--- src/rtl/mdio_pkg.sv ---
package mdio_pkg;
    localparam logic [1:0] OP_WRITE = 2'b01;
    localparam logic [1:0] OP_READ  = 2'b10;

    localparam int FRAME_BITS = 64;
    localparam int LAST_HDR   = 45;
    localparam int LAST_TA    = 47;
    localparam int LAST_PRE   = 31;

    typedef enum logic [2:0] {
        ST_IDLE,
        ST_PREAMBLE,
        ST_HEADER,
        ST_TURN,
        ST_DATA
    } mdio_state_t;
endpackage

--- src/rtl/mdio_mdc_div.sv ---
module mdio_mdc_div #(
    parameter int DIV_HALF = 2
) (
    input  logic clk,
    input  logic rst_n,
    input  logic run,
    output logic mdc,
    output logic rise_tick,
    output logic fall_tick
);
    localparam int CW = $clog2(DIV_HALF + 1);
    localparam logic [CW-1:0] CNT_TOP = CW'(DIV_HALF - 1);

    logic [CW-1:0] cnt_q;
    logic          wrap;

    assign wrap      = run && (cnt_q == CNT_TOP);
    assign rise_tick = wrap && !mdc;
    assign fall_tick = wrap && mdc;

    always_ff @(posedge clk or negedge rst_n) begin
        if (!rst_n) begin
            cnt_q <= '0;
            mdc   <= 1'b0;
        end else if (!run) begin
            cnt_q <= '0;
            mdc   <= 1'b0;
        end else if (wrap) begin
            cnt_q <= '0;
            mdc   <= ~mdc;
        end else begin
            cnt_q <= cnt_q + 1'b1;
        end
    end
endmodule

--- src/rtl/mdio_frame_seq.sv ---
module mdio_frame_seq
    import mdio_pkg::*;
(
    input  logic        clk,
    input  logic        rst_n,
    input  logic        start,
    input  logic [1:0]  op,
    input  logic [4:0]  phy_addr,
    input  logic [4:0]  reg_addr,
    input  logic [15:0] wdata,
    input  logic        rise_tick,
    input  logic        fall_tick,
    input  logic        mdio_i,
    output logic        busy,
    output logic        done,
    output logic        mdio_o,
    output logic        mdio_oe,
    output logic [15:0] rd_data,
    output logic        ta_fail
);
    localparam logic [5:0] IDX_PRE  = 6'(LAST_PRE);
    localparam logic [5:0] IDX_HDR  = 6'(LAST_HDR);
    localparam logic [5:0] IDX_TA   = 6'(LAST_TA);
    localparam logic [5:0] IDX_LAST = 6'(FRAME_BITS - 1);

    mdio_state_t state_q, state_d;
    logic [5:0]  bit_idx;
    logic [31:0] sr_q;
    logic        is_read;

    // state register
    always_ff @(posedge clk or negedge rst_n) begin
        if (!rst_n) state_q <= ST_IDLE;
        else        state_q <= state_d;
    end

    // next-state logic: every step beyond IDLE happens on an MDC fall
    always_comb begin
        state_d = state_q;
        unique case (state_q)
            ST_IDLE:     if (start) state_d = ST_PREAMBLE;
            ST_PREAMBLE: if (fall_tick && bit_idx == IDX_PRE)  state_d = ST_HEADER;
            ST_HEADER:   if (fall_tick && bit_idx == IDX_HDR)  state_d = ST_TURN;
            ST_TURN:     if (fall_tick && bit_idx == IDX_TA)   state_d = ST_DATA;
            ST_DATA:     if (fall_tick && bit_idx == IDX_LAST) state_d = ST_IDLE;
            default:     state_d = ST_IDLE;
        endcase
    end

    // frame datapath: bit counter, transmit shifter, receive capture
    always_ff @(posedge clk or negedge rst_n) begin
        if (!rst_n) begin
            bit_idx <= '0;
            sr_q    <= '0;
            is_read <= 1'b0;
            rd_data <= '0;
            ta_fail <= 1'b0;
        end else if (state_q == ST_IDLE) begin
            if (start) begin
                bit_idx <= '0;
                sr_q    <= {2'b01, op, phy_addr, reg_addr, 2'b10, wdata};
                is_read <= (op == OP_READ);
                ta_fail <= 1'b0;
            end
        end else begin
            if (rise_tick) begin
                if (state_q == ST_TURN && bit_idx == IDX_TA && is_read)
                    ta_fail <= mdio_i;
                if (state_q == ST_DATA)
                    rd_data <= {rd_data[14:0], mdio_i};
            end
            if (fall_tick) begin
                bit_idx <= bit_idx + 1'b1;
                if (state_q != ST_PREAMBLE)
                    sr_q <= {sr_q[30:0], 1'b0};
            end
        end
    end

    // outputs
    always_comb begin
        busy    = (state_q != ST_IDLE);
        done    = (state_q == ST_DATA) && fall_tick && (bit_idx == IDX_LAST);
        mdio_o  = (state_q == ST_IDLE || state_q == ST_PREAMBLE) ? 1'b1 : sr_q[31];
        mdio_oe = busy && !(is_read && (state_q == ST_TURN || state_q == ST_DATA));
    end
endmodule

--- src/rtl/mdio_cmd_ctrl.sv ---
module mdio_cmd_ctrl
    import mdio_pkg::*;
#(
    parameter int DIV_HALF = 2
) (
    input  logic        clk,
    input  logic        rst_n,
    input  logic        cmd_wr,
    input  logic [31:0] cmd_wdata,
    output logic [31:0] cmd_rdata,
    output logic        mdio_irq,
    output logic        mdc,
    output logic        mdio_o,
    output logic        mdio_oe,
    input  logic        mdio_i
);
    logic [15:0] data_q;
    logic [4:0]  reg_q;
    logic [4:0]  phy_q;
    logic [1:0]  op_q;
    logic        ready_q, ie_q, err_q;

    logic        busy, done, ta_fail, rise_tick, fall_tick, accept;
    logic [15:0] rd_data;
    logic [1:0]  wr_op;

    assign wr_op  = cmd_wdata[27:26];
    assign accept = cmd_wr && !busy && (wr_op == OP_WRITE || wr_op == OP_READ);

    always_ff @(posedge clk or negedge rst_n) begin
        if (!rst_n) begin
            data_q   <= '0;
            reg_q    <= '0;
            phy_q    <= '0;
            op_q     <= '0;
            ready_q  <= 1'b1;
            ie_q     <= 1'b0;
            err_q    <= 1'b0;
            mdio_irq <= 1'b0;
        end else if (accept) begin
            data_q   <= cmd_wdata[15:0];
            reg_q    <= cmd_wdata[20:16];
            phy_q    <= cmd_wdata[25:21];
            op_q     <= wr_op;
            ie_q     <= cmd_wdata[29];
            ready_q  <= 1'b0;
            err_q    <= 1'b0;
            mdio_irq <= 1'b0;
        end else if (done) begin
            ready_q  <= 1'b1;
            mdio_irq <= ie_q;
            if (op_q == OP_READ) begin
                data_q <= rd_data;
                err_q  <= ta_fail;
            end
        end
    end

    assign cmd_rdata = {1'b0, err_q, ie_q, ready_q, op_q, phy_q, reg_q, data_q};

    mdio_mdc_div #(.DIV_HALF(DIV_HALF)) div_i (
        .clk       (clk),
        .rst_n     (rst_n),
        .run       (busy),
        .mdc       (mdc),
        .rise_tick (rise_tick),
        .fall_tick (fall_tick)
    );

    mdio_frame_seq seq_i (
        .clk       (clk),
        .rst_n     (rst_n),
        .start     (accept),
        .op        (wr_op),
        .phy_addr  (cmd_wdata[25:21]),
        .reg_addr  (cmd_wdata[20:16]),
        .wdata     (cmd_wdata[15:0]),
        .rise_tick (rise_tick),
        .fall_tick (fall_tick),
        .mdio_i    (mdio_i),
        .busy      (busy),
        .done      (done),
        .mdio_o    (mdio_o),
        .mdio_oe   (mdio_oe),
        .rd_data   (rd_data),
        .ta_fail   (ta_fail)
    );
endmodule

--- config.mk ---
export PLATFORM = sky130hd
export DESIGN_NAME = mdio_cmd_ctrl
export DESIGN_NICKNAME = d
export VERILOG_FILES = /design/src/rtl/mdio_pkg.sv /design/src/rtl/mdio_mdc_div.sv /design/src/rtl/mdio_frame_seq.sv /design/src/rtl/mdio_cmd_ctrl.sv
export SDC_FILE = /design/constraint.sdc
export NUM_CORES = 1
export LEC_CHECK = 0
export ABC_AREA = 1
export BUFFER_PORTS_ARGS = -buffer_cell sky130_fd_sc_hd__buf_4
export CORE_ASPECT_RATIO = 0.6
export CORE_MARGIN = 2
export CORE_UTILIZATION = 53
export CTS_BUF_LIST = sky130_fd_sc_hd__clkbuf_4 sky130_fd_sc_hd__clkbuf_8
export DETAILED_ROUTE_END_ITERATION = 7
export PLACE_DENSITY = 0.78
export SETUP_SLACK_MARGIN = 0.05
export SYNTH_ARGS = -nofsm -noshare
export SYNTH_HDL_FRONTEND = slang
export SYNTH_SLANG_ARGS = --single-unit
export TNS_END_PERCENT = 5
--- constraint.sdc ---
create_clock -name clk -period 1.7 [get_ports clk]
set_clock_uncertainty 0.2 [all_clocks]
set_input_delay 0.085 -clock clk [delete_from_list [all_inputs] [get_ports clk]]
set_output_delay 0.085 -clock clk [all_outputs]
set_load 0.01 [all_outputs]
==> metrics, run 1 <==
status=finished, violations left; failing checks=negative setup slack; clk root buf=clkbuf_8; crit share post-route=1.07; relative slew slack=0.585; Row Count=25; post-route cell area=slightly above 0.006 mm²; Setup CP Type=reg2reg; Total GRT Usage=0.268; Synth Register Bits=94; Post-Synthesis Cells=517; Critical Path Sink Type=flop; hold crit path type=in2async; Setup crit start kind=flop; PnR worst setup slack=-0.117 ns; Slowest Stage Delay on Critical Path=around 0.43 ns; Die X=122 µm; share of the synthesized area in the top cell type=0.525; ant diodes=0; grt total ovfl=0; largest area contributor in the netlist=dfrtp_1; Seq/Total Area, Yosys=0.531; RSZ-0062 raised after global routing=true; Sink Count=94; initial antenna violation count=0; Syn Std Cell Area=roughly 0.0044 mm²; maximum buffer depth of the clock tree=2; most frequent cells in the layout=132 x nand2_1, 103 x buf_4, 93 x dfrtp_1; Top FF cell, synth=dfrtp_1; layout cells sized above 1=0.323; routability cong.=between 0.8 and 0.9; CP Cell Sequence=nor2_4, nand2_4, buf_6, nand3_4, buf_6, o21bai_1, nand2_1, nor2_4, nand2_2, nand2_1, nand2_1; Yosys warnings=0; Top Family by Delay on Critical Path=simple AND/OR/NAND/NOR gates; fmax=roughly 550 MHz; commonest non-fill, non-tap cell in the layout=nand2_1; worst-path fanout max=5; vias per cell=5.17; syn nets=556; Layout Area Growth over Synthesis=39.2%; cell area power density=664 mW/mm²; Critical Path AT=approximately 1.9 ns; fillers=around 560; ys async rst share=1.00; register clock-pin slew on the reported worst setup and hold paths=roughly 0.090 ns; Leak Pwr=between 3 and 4 nW; vias in the first global route=3736; cts bufs inserted=9; H-tree levels=3; Pins Over Slew Limit=0; Hold Violations, Final=0; slowest CP cell=dfrtp_1; Area after DPL=approximately 0.0054 mm²; Core ar.=approximately 0.008 mm²; IO Pins=~70; fin cells=between 700 and 800; met1 Use GR=0.379; most used cell, CP=nand2_1; Syn Area/Cell=approximately 8.6 µm²; dpl ws=-0.105 ns; Finish-stage setup viols=46; number of flops mapped to enable cells by yosys=0; Post-Place Cells=slightly above 700; largest net degree at the start of global routing=45; input/output buffers=67; DRC errors left=0; first-pass GRT wire length=18600 µm; post-synth cell types=36; CP Data Required Time=~1.8 ns; post-DP HPWL=7450 µm; NumNets Final=~700; DRT iter0 DRCs=between 300 and 400; final WL=roughly 11000 µm; hold slack=around 0.038 ns; Max IR drop VDD=0.554 mV; Overall Power=between 4 and 5 mW; die span in y=about 75 µm; Worst Tran Pin Value=approximately 0.62 ns; CTS tree=yes; met3 Resource Use GR=0.0636; DR pass1 iterations=5; met2 GRT Util=0.427; Die ar.=between 0.009 and 0.01 mm²; Final Critical Period=1.82 ns; main area contributors after synthesis=dfrtp_1 52%, nand2_1 12%, nor2_1 6.1%; Max Cap Violations=0; CP bufs+invs=2; GR peak layer=met2; clock insertion delay at the later pin of the skew report=0.38 ns; ANT nets after route=0; WL/cell=between 10 and 15 µm; vias post-DR=~4000; Initial Utilization=0.554
[metal layers]
| metal | vias to the layer above | wire (µm) | part of all wire |
|---|---|---|---|
| met3 | 19 | 810 | 0.070 |
| met4 | 0 | 165 | 0.014 |
| met2 | 143 | 5210 | 0.45 |
| met1 | 1891 | 5320 | 0.46 |
| li1 | 1940 | - | - |
| met5 | - | 0 | 0 |
[power by group]
group	internal (mW)	leakage (nW)	switching, mW	total (mW)
logic	0.130	1.83	0.122	0.253
registers	2.25	1.18	0.0126	2.26
clock network	0.761	0.106	0.820	1.58
total	3.14	3.11	0.955	4.10
[cells by family after synthesis]
logic type	synth area share
AOI/OAI and AO/OA	0.132
adders and majority gates	0.00846
buffers and inverters	0.0748
DFF	0.531
muxes	0.00226
other	0.000845
and+or+nand+nor	0.251
[Yosys cell counts (all sizes together) (2+ instances only)]
| master | n |
|---|---|
| clkbuf | 7 |
| dfrtp | 93 |
| nor2 | 75 |
| o21ai | 49 |
| o31ai | 25 |
| clkinv | 2 |
| nand4 | 2 |
| a21oi | 8 |
| nand3 | 16 |
| nor3 | 4 |
| ha | 3 |
| o21bai | 2 |
| inv | 42 |
| o22ai | 2 |
| buf | 20 |
| nand2 | 159 |
[final timing paths]
kind | from | end | slack [ns] | depth (start not counted)
min reg2reg | div_i.cnt_q[0] | div_i.cnt_q[0] | 0.25 | 1
max | seq_i.state_q[0] | seq_i.state_q[1] | -0.12 | 11
min | rst_n | ready_q | 0.04 | 2
max reg2reg | seq_i.state_q[0] | seq_i.state_q[1] | -0.12 | 11
max in group asynchronous | rst_n | data_q[13] | 0.22 | 3
min in group clk | cmd_wr | seq_i.bit_idx[3] | 0.10 | 6
[final cells by class]
type	instances	area, µm²	area share
flip-flops and latches	94	2350	0.381
multi-input cells	352	1870	0.303
repair buffers	159	1440	0.233
inverters	44	166	0.0270
clock buffers	11	151	0.0245
well taps	108	135	0.0219
clock inverters	5	56.3	0.00912
[sequential cells by signal, indices dropped and copies added (netlist names)]
name	count
data_q	16
div_i.cnt_q	2
div_i.mdc	1
err_q	1
ie_q	1
mdio_irq	1
op_q	2
phy_q	5
ready_q	1
reg_q	5
seq_i.bit_idx	6
seq_i.is_read	1
seq_i.rd_data	16
seq_i.sr_q	32
seq_i.state_q	3
seq_i.ta_fail	1
[metrics by stage]
step	TNS, ns	utilization
after floorplan	-1.28	-
after global placement	-0.990	0.670
after detailed placement	-1.85	0.670
after CTS	-2.77	0.766
after global routing	-8.04	0.771
final	-1.98	0.771
[what timing repair did]
| item | in CTS | in global routing |
|---|---|---|
| endpoints found under the setup margin | 79 | 85 |
| hold buffers | 34 | 0 |
| endpoints found under the hold margin | 154 | 0 |
| pin swaps | 10 | 2 |
| resized for setup | 42 | 5 |
| gates cloned | 1 | 0 |
| setup buffers | 7 | 3 |
Power figures use the tool's default switching activity.
==> run 2, diff against run 1 <==
--- a/config.mk
+++ b/config.mk
@@ -5,14 +5,14 @@
 export SDC_FILE = /design/constraint.sdc
 export NUM_CORES = 1
 export LEC_CHECK = 0
-export ABC_AREA = 1
 export BUFFER_PORTS_ARGS = -buffer_cell sky130_fd_sc_hd__buf_4
 export CORE_ASPECT_RATIO = 0.6
 export CORE_MARGIN = 2
-export CORE_UTILIZATION = 53
+export CORE_UTILIZATION = 52
 export CTS_BUF_LIST = sky130_fd_sc_hd__clkbuf_4 sky130_fd_sc_hd__clkbuf_8
 export DETAILED_ROUTE_END_ITERATION = 7
-export PLACE_DENSITY = 0.78
+export HOLD_SLACK_MARGIN = 0.05
+export PLACE_DENSITY = 0.77
 export SETUP_SLACK_MARGIN = 0.05
 export SYNTH_ARGS = -nofsm -noshare
 export SYNTH_HDL_FRONTEND = slang
==> run 2 against run 1 <==
  * The flow still finishes with violations (negative setup slack)
  * Combinational power grew to 13 times the previous value
  * Flip-flop and latch count unchanged
  * Count of clock-buffer cells in the layout unchanged
  * Sequential share of layout area rose by 1.8 points
  * Core utilization down 2.2 points
  * Clock power hardly changed
  * Critical path depth decreased by 6
  * Wire length is 3.7% higher
  * Worst hold slack gained 0.0063 ns
  * Largest cell class unchanged
==> metrics, run 2 <==
input/output buffers=67 (unchanged); register clock-pin slew on the reported worst setup and hold paths=0.09 ns (about the same); CP Capture Point=data_q[14] (was seq_i.state_q[1]); failing checks=negative setup slack (unchanged); post-synth cell types=45 (was 36); Core ar.=0.00788 mm² (was 0.00801 mm²); Total GRT Usage=0.251 (was 0.268); RSZ-0062 raised after global routing=true (unchanged); WL/cell=17.7 µm (was 14.9 µm); Synth Register Bits=94 (unchanged); routability cong.=0.894 (was 0.846); vias per cell=5.73 (was 5.17); largest area contributor in the netlist=dfrtp_1 (unchanged); most frequent cells in the layout=115 x nand2_1, 98 x buf_4, 93 x dfrtp_1 (was 132 x nand2_1, 103 x buf_4, 93 x dfrtp_1); Syn Area/Cell=9.74 µm² (was 8.58 µm²); Initial Utilization=0.537 (was 0.554); Seq/Total Area, Yosys=0.556 (was 0.531); commonest non-fill, non-tap cell in the layout=nand2_1 (unchanged); CP Data Required Time=1.76 ns (was 1.78 ns); NumNets Final=600 (was 699); largest net degree at the start of global routing=43 (was 45); PnR worst setup slack=-0.448 ns (was -0.117 ns); r2r startpoint=seq_i.state_q[0] (unchanged); ANT nets after route=0 (unchanged); cts bufs inserted=9 (unchanged); reg2reg path depth=5 (was 11); Overall Power=8.21 mW (was 4.10 mW); initial antenna violation count=0 (unchanged); first-pass GRT wire length=17400 µm (was 18600 µm); H-tree levels=3 (unchanged); Sink Count=94 (unchanged); r2r setup slk=-0.45 ns (was -0.12 ns); max reg flops=32 (unchanged); cell area power density=1390 mW/mm² (was 664 mW/mm²); grt total ovfl=0 (unchanged); Setup CP Type=reg2reg (unchanged); Critical Path Sink Type=flop (unchanged); die span in y=73.9 µm (was 74.9 µm); Pins Over Slew Limit=0 (unchanged); Yosys warnings=0 (unchanged); Row Count=25 (unchanged); Post-Synthesis Cells=435 (was 517); ys async rst share=1.00 (unchanged); fmax=466 MHz (was 550 MHz); vias in the first global route=3700 (was 3736); worst-path fanout max=10 (was 5); hold crit path type=in2reg (was in2async); main area contributors after synthesis=dfrtp_1 55%, nand2_1 10%, mux2i_1 4.5% (was dfrtp_1 52%, nand2_1 12%, nor2_1 6.1%); Die X=121 µm (was 122 µm); reg-to-reg endpoint=data_q[14] (was seq_i.state_q[1]); status=finished, violations left (unchanged); Max IR drop VDD=0.912 mV (was 0.554 mV); clk root buf=clkbuf_8 (unchanged); Max Cap Violations=0 (unchanged); Hold Violations, Final=0 (unchanged); clock insertion delay at the later pin of the skew report=0.37 ns (was 0.38 ns); ant diodes=0 (unchanged); Final Critical Period=2.15 ns (was 1.82 ns); syn nets=474 (was 556); Setup crit start kind=flop (unchanged); IO Pins=72 (unchanged); post-DP HPWL=6860 µm (was 7450 µm); CP startpoint=seq_i.state_q[0] (unchanged); layout cells sized above 1=0.304 (was 0.323); Top FF cell, synth=dfrtp_1 (unchanged); number of flops mapped to enable cells by yosys=0 (unchanged); DRT iter0 DRCs=287 (was 329); vias post-DR=3863 (was 3993); Top Registers=seq_i.sr_q (32), data_q (16), seq_i.rd_data (16) (unchanged); Die ar.=0.00891 mm² (was 0.00914 mm²); CTS tree=yes (unchanged); maximum buffer depth of the clock tree=2 (unchanged); share of the synthesized area in the top cell type=0.549 (was 0.525); Leak Pwr=2.90 nW (was 3.11 nW); Layout Area Growth over Synthesis=39.3% (was 39.2%); Post-synth top cells=117 x nand2_1, 93 x dfrtp_1, 40 x nor2_1 (was 142 x nand2_1, 93 x dfrtp_1, 72 x nor2_1); top-count cell post-synth=nand2_1 (unchanged); hold slack=0.0443 ns (was 0.0380 ns); DR pass1 iterations=5 (unchanged); Critical Path AT=2.21 ns (was 1.89 ns); Syn Std Cell Area=0.00424 mm² (was 0.00444 mm²); final WL=11900 µm (was 11500 µm); Finish-stage setup viols=94 (was 46); Largest Register=seq_i.sr_q (unchanged); DRC errors left=0 (unchanged); crit share post-route=1.26 (was 1.07)
run 2: changes by cell type after synthesis, sizes merged, moves of 15 or more:
| cell | change |
|---|---|
| o31ai | -22 |
| nor2 | -35 |
| inv | -35 |
| nand2 | -42 |
| mux2 | +15 |
| o21ai | -23 |
| a31oi | +28 |
| mux2i | +18 |
run 2: what timing repair did:
item | in CTS | in global routing
pin swaps | 15 | 2
endpoints found under the hold margin | 154 | 5
cloned | 0 | 4
setup endpoints to repair | 94 | 94
resized for setup | 23 | 7
setup buffers | 3 | 1
hold buffers | 32 | 2
run 2: through the flow:
step / setup TNS, ns / area (µm²) / std cells / worst slack, ns / utilization
3_3_place_gp: -15.81 / 5090 / 618 / -0.332 / 0.645
4_1_cts: -24.01 / 5750 / 669 / -0.421 / 0.729
6_report: -23.91 / 5900 / 674 / -0.448 / 0.749
5_1_grt: -28.10 / 5900 / 674 / -0.476 / 0.749
3_5_place_dp: -19.46 / 5090 / 618 / -0.415 / 0.645
2_1_floorplan: -29.20 / 4240 / 435 / -0.498 / -
run 2: logic make-up (layout without fill, tap and decap cells):
logic type	Yosys count	in the layout	share of synthesized area
adders and majority gates	3	3	0.00886
muxes	34	34	0.0848
AOI/OAI and AO/OA	69	69	0.0989
other	1	1	0.000885
DFF	94	94	0.556
xor gates and xnor gates	6	6	0.0124
and+or+nand+nor	188	188	0.189
buffers and inverters	40	171	0.0499
run 2: critical path, stage by stage (launching register included):
cell	delay [ns]
dfrtp_1	0.41
or3b_4	0.39
or4_4	0.56
buf_12	0.18
mux2i_1	0.20
o21ai_1	0.09
run 2: report_power, final:
part / leakage, nW / internal, mW / switching (mW) / total (mW)
combinational: 1.68 / 1.67 / 1.53 / 3.20
sequential: 1.12 / 2.95 / 0.480 / 3.43
clock: 0.105 / 0.755 / 0.827 / 1.58
total: 2.90 / 5.37 / 2.84 / 8.21
run 2: metal layers:
layer	share of wire	track usage	up-vias
met5	0	0	-
met4	0.027	0.0982	0
met3	0.070	0.0481	33
met2	0.48	0.423	194
met1	0.42	0.330	1912
li1	-	-	1724
run 2: worst min-delay path by stage:
stage	start	endpoint	slack, ns	cells after the start
final	cmd_wr	seq_i.state_q[0]	0.04	6
after floorplan	rst_n	data_q[0]	-0.41	0
after global placement	rst_n	data_q[2]	-0.13	1
after CTS	cmd_wr	seq_i.state_q[0]	0.11	6
after global routing	cmd_wr	seq_i.state_q[0]	0.07	6
after detailed placement	rst_n	data_q[2]	-0.13	1
run 2: cell type report:
class                           instances  area [µm²]
Multi-Input combinational cell        301        1790
Clock inverter                          5        66.3
Tap cell                              108         135
Fill cell                             523        1980
Sequential cell                        94        2350
Clock buffer                           11         145
Inverter                                7        26.3
Timing Repair Buffer                  148        1390
